<file path="config.mk">
export PLATFORM = sky130hd
export DESIGN_NAME = coef_quantizer
export DESIGN_NICKNAME = d
export VERILOG_FILES = /design/src/rtl/cq_pkg.sv /design/src/rtl/cq_recip_table.sv /design/src/rtl/cq_block_tracker.sv /design/src/rtl/cq_scale_stage.sv /design/src/rtl/coef_quantizer.sv
export SDC_FILE = /design/constraint.sdc
export NUM_CORES = 2
export LEC_CHECK = 0
export CORE_ASPECT_RATIO = 1.5
export CORE_UTILIZATION = 60
export CTS_BUF_LIST = sky130_fd_sc_hd__clkbuf_16
export CTS_CLUSTER_DIAMETER = 100
export CTS_CLUSTER_SIZE = 30
export DETAILED_ROUTE_END_ITERATION = 10
export GPL_TIMING_DRIVEN = 0
export PLACE_DENSITY = 0.88
export SLEW_MARGIN = 20
export SYNTH_ARGS = -nofsm -noshare
export SYNTH_HDL_FRONTEND = slang
export SYNTH_HIERARCHICAL = 1
export SYNTH_SLANG_ARGS = --single-unit
export TNS_END_PERCENT = 5
</file>
<file path="constraint.sdc">
create_clock -name clk -period 15.05 [get_ports clk]
set_clock_uncertainty 0.1 [all_clocks]
set_input_delay 2.2575 -clock clk [delete_from_list [all_inputs] [get_ports clk]]
set_output_delay 2.2575 -clock clk [all_outputs]
set_load 0.05 [all_outputs]
</file>
<file path="src/rtl/cq_pkg.sv">
package cq_pkg;

  localparam int unsigned CQ_DIM     = 8;
  localparam int unsigned CQ_COEF_W  = 12;
  localparam int unsigned CQ_RECIP_W = 16;
  localparam int unsigned CQ_OUT_W   = 11;
  localparam int unsigned CQ_FRAC    = 16;
  localparam int unsigned CQ_VBS_W   = 4;

  // Shift a fixed-point product right by frac bits, ties away from zero.
  function automatic logic signed [63:0] cq_round_away(input logic signed [63:0] prod,
                                                       input int unsigned frac);
    logic signed [63:0] mag;
    logic signed [63:0] half;
    logic signed [63:0] q;
    half = 64'sd1 <<< (frac - 1);
    mag  = (prod < 0) ? -prod : prod;
    q    = (mag + half) >>> frac;
    return (prod < 0) ? -q : q;
  endfunction

  // Clamp to the range of a signed value of the given width.
  function automatic logic signed [63:0] cq_saturate(input logic signed [63:0] v,
                                                     input int unsigned bits);
    logic signed [63:0] hi;
    logic signed [63:0] lo;
    hi = (64'sd1 <<< (bits - 1)) - 64'sd1;
    lo = -hi - 64'sd1;
    if (v > hi) return hi;
    if (v < lo) return lo;
    return v;
  endfunction

endpackage

</file>
<file path="src/rtl/cq_recip_table.sv">
module cq_recip_table #(
  parameter int unsigned NPOS      = 64,
  parameter int unsigned RECIP_W   = 16,
  parameter int unsigned ADDR_W    = 6,
  parameter int unsigned RESET_VAL = 4096
) (
  input  logic               clk,
  input  logic               rst_n,
  input  logic               wr_en,
  input  logic [ADDR_W-1:0]  wr_addr,
  input  logic [RECIP_W-1:0] wr_data,
  input  logic [ADDR_W-1:0]  rd_addr,
  output logic [RECIP_W-1:0] rd_data
);

  logic [RECIP_W-1:0] entry [NPOS];

  for (genvar g = 0; g < NPOS; g++) begin : g_entry
    always_ff @(posedge clk or negedge rst_n) begin
      if (!rst_n)
        entry[g] <= RECIP_W'(RESET_VAL);
      else if (wr_en && (wr_addr == ADDR_W'(g)))
        entry[g] <= wr_data;
    end
  end

  assign rd_data = entry[rd_addr];

endmodule

</file>
<file path="src/rtl/cq_block_tracker.sv">
module cq_block_tracker #(
  parameter int unsigned DIM    = 8,
  parameter int unsigned VBS_W  = 4,
  parameter int unsigned AXIS_W = 3,
  parameter int unsigned POS_W  = 6
) (
  input  logic             clk,
  input  logic             rst_n,
  input  logic             accept,
  input  logic [VBS_W-1:0] vbs_in,
  output logic [POS_W-1:0] pos,
  output logic             active,
  output logic             busy
);

  localparam int unsigned NPOS = DIM * DIM;

  logic [POS_W-1:0]  cnt_q;
  logic [VBS_W-1:0]  vbs_q;
  logic [VBS_W-1:0]  vbs_eff;
  logic [VBS_W-1:0]  lim;
  logic [AXIS_W-1:0] row;
  logic [AXIS_W-1:0] col;
  logic              block_start;

  assign block_start = (cnt_q == '0);
  assign vbs_eff     = block_start ? vbs_in : vbs_q;
  assign lim         = ((vbs_eff == '0) || (vbs_eff >= VBS_W'(DIM))) ? VBS_W'(DIM) : vbs_eff;

  assign row    = cnt_q[POS_W-1:AXIS_W];
  assign col    = cnt_q[AXIS_W-1:0];
  assign active = (VBS_W'(row) < lim) && (VBS_W'(col) < lim);
  assign pos    = cnt_q;
  assign busy   = !block_start || accept;

  always_ff @(posedge clk or negedge rst_n) begin
    if (!rst_n) begin
      cnt_q <= '0;
      vbs_q <= VBS_W'(DIM);
    end else if (accept) begin
      cnt_q <= (cnt_q == POS_W'(NPOS - 1)) ? '0 : cnt_q + 1'b1;
      if (block_start) vbs_q <= vbs_in;
    end
  end

endmodule

</file>
<file path="src/rtl/cq_scale_stage.sv">
module cq_scale_stage
  import cq_pkg::*;
#(
  parameter int unsigned COEF_W  = 12,
  parameter int unsigned RECIP_W = 16,
  parameter int unsigned OUT_W   = 11,
  parameter int unsigned FRAC    = 16
) (
  input  logic                     enable,
  input  logic signed [COEF_W-1:0] coef,
  input  logic [RECIP_W-1:0]       recip,
  output logic signed [OUT_W-1:0]  result
);

  localparam int unsigned PROD_W = COEF_W + RECIP_W + 1;

  logic signed [COEF_W-1:0]  coef_g;
  logic signed [RECIP_W:0]   recip_g;
  logic signed [PROD_W-1:0]  prod;
  logic signed [63:0]        prod_w;
  logic signed [63:0]        shaped;

  // Operands held at zero for skipped positions: the multiplier stays idle.
  assign coef_g  = enable ? coef : '0;
  assign recip_g = enable ? $signed({1'b0, recip}) : '0;
  assign prod    = coef_g * recip_g;
  assign prod_w  = 64'(prod);
  assign shaped  = cq_saturate(cq_round_away(prod_w, FRAC), OUT_W);
  assign result  = shaped[OUT_W-1:0];

endmodule

</file>
<file path="src/rtl/coef_quantizer.sv">
module coef_quantizer
  import cq_pkg::*;
#(
  parameter int unsigned DIM         = CQ_DIM,
  parameter int unsigned COEF_W      = CQ_COEF_W,
  parameter int unsigned RECIP_W     = CQ_RECIP_W,
  parameter int unsigned OUT_W       = CQ_OUT_W,
  parameter int unsigned FRAC        = CQ_FRAC,
  parameter int unsigned VBS_W       = CQ_VBS_W,
  parameter int unsigned RESET_RECIP = 4096
) (
  input  logic                     clk,
  input  logic                     rst_n,
  input  logic                     in_valid,
  output logic                     in_ready,
  input  logic signed [COEF_W-1:0] in_coef,
  input  logic [VBS_W-1:0]         vbs_sel,
  output logic                     out_valid,
  input  logic                     out_ready,
  output logic signed [OUT_W-1:0]  out_coef,
  input  logic                     tbl_we,
  input  logic [5:0]               tbl_addr,
  input  logic [RECIP_W-1:0]       tbl_data,
  output logic                     tbl_reject
);

  localparam int unsigned NPOS   = DIM * DIM;
  localparam int unsigned POS_W  = $clog2(NPOS);
  localparam int unsigned AXIS_W = $clog2(DIM);

  // Pipeline control
  logic advance;
  logic accept;

  // Position tracking
  logic [POS_W-1:0] pos;
  logic             pos_active;
  logic             busy;

  // Table access
  logic               wr_ok;
  logic [RECIP_W-1:0] rd_recip;

  // Stage 1
  logic                     s1_v;
  logic                     s1_act;
  logic signed [COEF_W-1:0] s1_coef;
  logic [RECIP_W-1:0]       s1_recip;

  // Stage 2 (output)
  logic                     out_v_q;
  logic signed [OUT_W-1:0]  out_q;
  logic signed [OUT_W-1:0]  scaled;
  logic                     reject_q;

  // Named events for the checker
  logic mul_fire;
  logic skip_fire;

  assign advance  = !out_v_q || out_ready;
  assign accept   = in_valid && advance;
  assign in_ready = advance;
  assign wr_ok    = tbl_we && !busy;

  cq_block_tracker #(
    .DIM   (DIM),
    .VBS_W (VBS_W),
    .AXIS_W(AXIS_W),
    .POS_W (POS_W)
  ) u_track (
    .clk   (clk),
    .rst_n (rst_n),
    .accept(accept),
    .vbs_in(vbs_sel),
    .pos   (pos),
    .active(pos_active),
    .busy  (busy)
  );

  cq_recip_table #(
    .NPOS     (NPOS),
    .RECIP_W  (RECIP_W),
    .ADDR_W   (POS_W),
    .RESET_VAL(RESET_RECIP)
  ) u_table (
    .clk    (clk),
    .rst_n  (rst_n),
    .wr_en  (wr_ok),
    .wr_addr(POS_W'(tbl_addr)),
    .wr_data(tbl_data),
    .rd_addr(pos),
    .rd_data(rd_recip)
  );

  always_ff @(posedge clk or negedge rst_n) begin
    if (!rst_n) begin
      s1_v     <= 1'b0;
      s1_act   <= 1'b0;
      s1_coef  <= '0;
      s1_recip <= '0;
    end else if (advance) begin
      s1_v <= in_valid;
      if (in_valid) begin
        s1_act   <= pos_active;
        s1_coef  <= in_coef;
        s1_recip <= rd_recip;
      end
    end
  end

  cq_scale_stage #(
    .COEF_W (COEF_W),
    .RECIP_W(RECIP_W),
    .OUT_W  (OUT_W),
    .FRAC   (FRAC)
  ) u_scale (
    .enable(s1_act),
    .coef  (s1_coef),
    .recip (s1_recip),
    .result(scaled)
  );

  always_ff @(posedge clk or negedge rst_n) begin
    if (!rst_n) begin
      out_v_q <= 1'b0;
      out_q   <= '0;
    end else if (advance) begin
      out_v_q <= s1_v;
      if (s1_v) out_q <= scaled;
    end
  end

  always_ff @(posedge clk or negedge rst_n) begin
    if (!rst_n) reject_q <= 1'b0;
    else        reject_q <= tbl_we && busy;
  end

  assign mul_fire  = advance && s1_v && s1_act;
  assign skip_fire = advance && s1_v && !s1_act;

  assign out_valid  = out_v_q;
  assign out_coef   = out_q;
  assign tbl_reject = reject_q;

endmodule

</file>
==> results.md <==
- Initial antenna violation count: 10
- Synth area leaders: dfrtp_1, mux2_2, mux4_2, fa_1, dfstp_2
- Worst-Margin Slew: roughly 1.2 ns
- Period utilization: 0.793
- Final Critical Period: around 12 ns
- Achievable Freq: roughly 0.084 GHz
- Core Util, Final: 0.645
- # Post-CTS Setup Buffers: 0
- Syn avg cell area: 13.6 sq um
- Post-synthesis sequential area ratio: 0.469
- Root Driver: clkbuf_16
- WP data required: 15.47 ns
- Max cap viols: 0
- Top_reg_cell synth: dfrtp_1
- Drt total wl: 167000 um
- Most common cell on crit path: clkbuf_1
- Critical path peak fanout: 10
- Initial Utilization: 0.608
- Worst hold path class: reg -> reg
- CTS Buf Count: 44
- Clock Tree Buf Depth: 3
- Slew Limit Fails: 0
- Core ar.: 0.0948 sq mm
- Warnings, synthesis: 6
- Cells after Synth: approximately 4200
- Global Route Usage Sum: 0.352
- Synth cell types: 104
- First-pass iteration count of the detailed router: 6
- Die Y: 382 um
- Post-route ant nets: 0
- # DRC: 0
- R2R depth: 36
- CTS sink count: 1077
- Grt ovf: 0
- Row count: around 140
- IO Count: 57
- Synth area leader: dfrtp_1
- Hold Fails Final Rpt: 0
- Routed wire length per instance: 29.8 um
- Via density per instance: 6.84
- CP Capture Type: flip-flop
- Layout cells sized above 1: 0.365
- Yosys reg bits: 1077
- CTS tree: built
- Vias: 38400
- Crit Reg-Reg Startpoint: s1_act$_DFFE_PN0P_
- RSZ-0062 raised after global routing: false
- Routability Congestion: 1.02
- CTS HTree Levels: 2
- Critical Path AT: 12.35 ns
- Largest net degree at the start of global routing: 156
- Final setup vio count: 0
- Crit path launch: s1_act$_DFFE_PN0P_
- Port Buffers: 38
- Crit path largest cell delay: just under 0.7 ns
- FFs w/ async S/R, synth: 1.00
- Post-CTS resize count: 0
- HPWL Detailed: 123000 um
- Post-synth net total: 4519
- Slowest cell on crit path: fa_1
- Critical path startpoint category: flip-flop
- Quantity of hold-fixing buffers added after cts: 0
- Number of synthesized flops with an enable pin: 0
- Die Wd: 255 um
- Outcome: finished clean
- Area growth syn-to-layout: 6.06%
- Die area: 0.0973 sq mm
- First-pass GRT wire length: 250000 um
- FF-to-FF setup slack: just over 3 ns
- Worst slew margin: 0.207
- Initial DRC count: around 3600
- Post-Syn Area: 0.0576 sq mm
- Worst skew pair latency: 0.67 ns
- Setup TNS: 0 ns
- Crit path to: out_coef[5]$_DFFE_PN0P_
- RR Endpoint: out_coef[5]$_DFFE_PN0P_
- Post-synth top area share: 0.440
- Vias in the first global route: 41100
- WS Path Type: reg -> reg
- Nets: 4611
- Clock Pin Slew Worst Setup and Hold Paths: 0.11 ns
[through the flow]
step,setup WS (ns),instances,area [sq um],hold WS [ns]
after global routing,2.50,5613,61100,0.406
after detailed placement,3.45,5550,59800,0.369
after global placement,-35.12,5543,59600,0.361
final,3.11,5614,61100,0.394
after CTS,3.38,5612,61100,0.393
after floorplan,5.76,4245,57600,0.352
[routing by layer]
layer  up-vias  part of all wire  global-route usage
met5         -           0.00075                   0
met4        18              0.11               0.330
met3       887             0.066              0.0716
met2      2042              0.49               0.573
met1     20000              0.33               0.382
li1      15500                 -                   -
[flip-flops by register name (all words and copies together) (netlist names)]
| name | count |
|---|---|
| s1_v | 1 |
| out_coef | 11 |
| s1_coef | 12 |
| tbl_reject | 1 |
| u_table/entry | 1024 |
| s1_recip | 16 |
| s1_act | 1 |
| u_track/vbs_q | 4 |
| out_valid | 1 |
| u_track/pos | 6 |
[worst max-delay path: cells and delay by family, from the launching register on]
family,cells,cell delay (ns)
buf+inv,10,3.52
fa+ha+maj,7,3.13
compound gates,9,1.99
simple gates,7,1.89
flops,1,0.45
xor+xnor,2,0.43
mux,1,0.29
[logic make-up (layout without fill, tap and decap cells)]
logic type / after synthesis / in the layout / synth area share
mux: 1440 / 1440 / 0.323
flops: 1077 / 1077 / 0.469
simple gates: 609 / 609 / 0.0539
buf+inv: 524 / 632 / 0.0375
compound gates: 327 / 327 / 0.0419
fa+ha+maj: 231 / 231 / 0.0685
xor+xnor: 37 / 37 / 0.00595
other cells: 0 / 1 / 0
[area by class of cell]
class	count	area (sq um)
clock buffers	44	1100
multi-input cells	2644	28400
well taps	1260	1580
plain buffers	355	1530
inverters	169	634
diodes	1	2.50
fillers	6637	33700
flip-flops and latches	1077	27000
repair buffers	46	598
clock inverters	18	196
[worst min path at each step]
stage | from | to | slack, ns | depth (start not counted)
floorplan | u_table/entry[22]$_DFFE_PN0P_ | u_table/entry[22]$_DFFE_PN0P_ | 0.35 | 1
global placement | u_table/entry[285]$_DFFE_PN0P_ | u_table/entry[285]$_DFFE_PN0P_ | 0.36 | 1
detailed placement | u_table/entry[536]$_DFFE_PN0P_ | u_table/entry[536]$_DFFE_PN0P_ | 0.37 | 1
CTS | u_table/entry[536]$_DFFE_PN0P_ | u_table/entry[536]$_DFFE_PN0P_ | 0.39 | 1
global route | u_table/entry[278]$_DFFE_PN0P_ | u_table/entry[278]$_DFFE_PN0P_ | 0.41 | 1
finish | u_table/entry[536]$_DFFE_PN0P_ | u_table/entry[536]$_DFFE_PN0P_ | 0.39 | 1
[placed cells by master, fill, tap and decap left out, types with 17 or more instances in the layout]
| cell | Yosys | layout |
|---|---|---|
| mux2_2 | 1051 | 1051 |
| dfrtp_1 | 1012 | 1012 |
| clkbuf_1 | 228 | 228 |
| nand2_1 | 219 | 219 |
| mux4_2 | 216 | 216 |
| inv_1 | 168 | 179 |
| fa_1 | 141 | 141 |
| mux2i_1 | 113 | 113 |
| ha_1 | 90 | 90 |
| nand3_1 | 76 | 76 |
| and3_1 | 72 | 72 |
| buf_2 | 72 | 72 |
| dfstp_2 | 65 | 65 |
| a22oi_1 | 62 | 62 |
| nor2_1 | 56 | 56 |
| a21oi_1 | 54 | 54 |
| clkbuf_16 | 0 | 44 |
| clkdlybuf4s50_1 | 0 | 37 |
| o21ai_0 | 36 | 36 |
| buf_1 | 33 | 32 |
| nor3_1 | 32 | 31 |
| mux2_1 | 31 | 31 |
| mux2_4 | 29 | 29 |
| xnor2_1 | 24 | 24 |
| nand4_1 | 21 | 21 |
| o211ai_1 | 21 | 21 |
| and2_1 | 20 | 20 |
| o22ai_1 | 18 | 18 |
| nor2_2 | 17 | 17 |
[synth_stat cells, drive strengths merged, types with 5 or more instances]
| master | n |
|---|---|
| a31o | 9 |
| buf | 125 |
| and2 | 22 |
| nor3b | 6 |
| xor2 | 12 |
| dfrtp | 1012 |
| o2111ai | 10 |
| and3 | 72 |
| or2 | 17 |
| nand2b | 8 |
| a22oi | 63 |
| mux2i | 113 |
| nand2 | 221 |
| a211o | 5 |
| nor4 | 11 |
| o21ai | 40 |
| nand4 | 21 |
| a32oi | 7 |
| o22ai | 19 |
| clkbuf | 230 |
| nand3 | 77 |
| a211oi | 17 |
| mux4 | 216 |
| xnor2 | 25 |
| ha | 90 |
| a31oi | 6 |
| o211ai | 22 |
| o31ai | 11 |
| or3 | 9 |
| o211a | 9 |
| dfstp | 65 |
| a221oi | 12 |
| nor3 | 32 |
| nor2 | 74 |
| inv | 168 |
| a21o | 6 |
| a21oi | 58 |
| nor2b | 14 |
| fa | 141 |
| mux2 | 1111 |
Power is not shown: default switching activity piles up to over one toggle a cycle in this logic, so the estimate is an artifact.
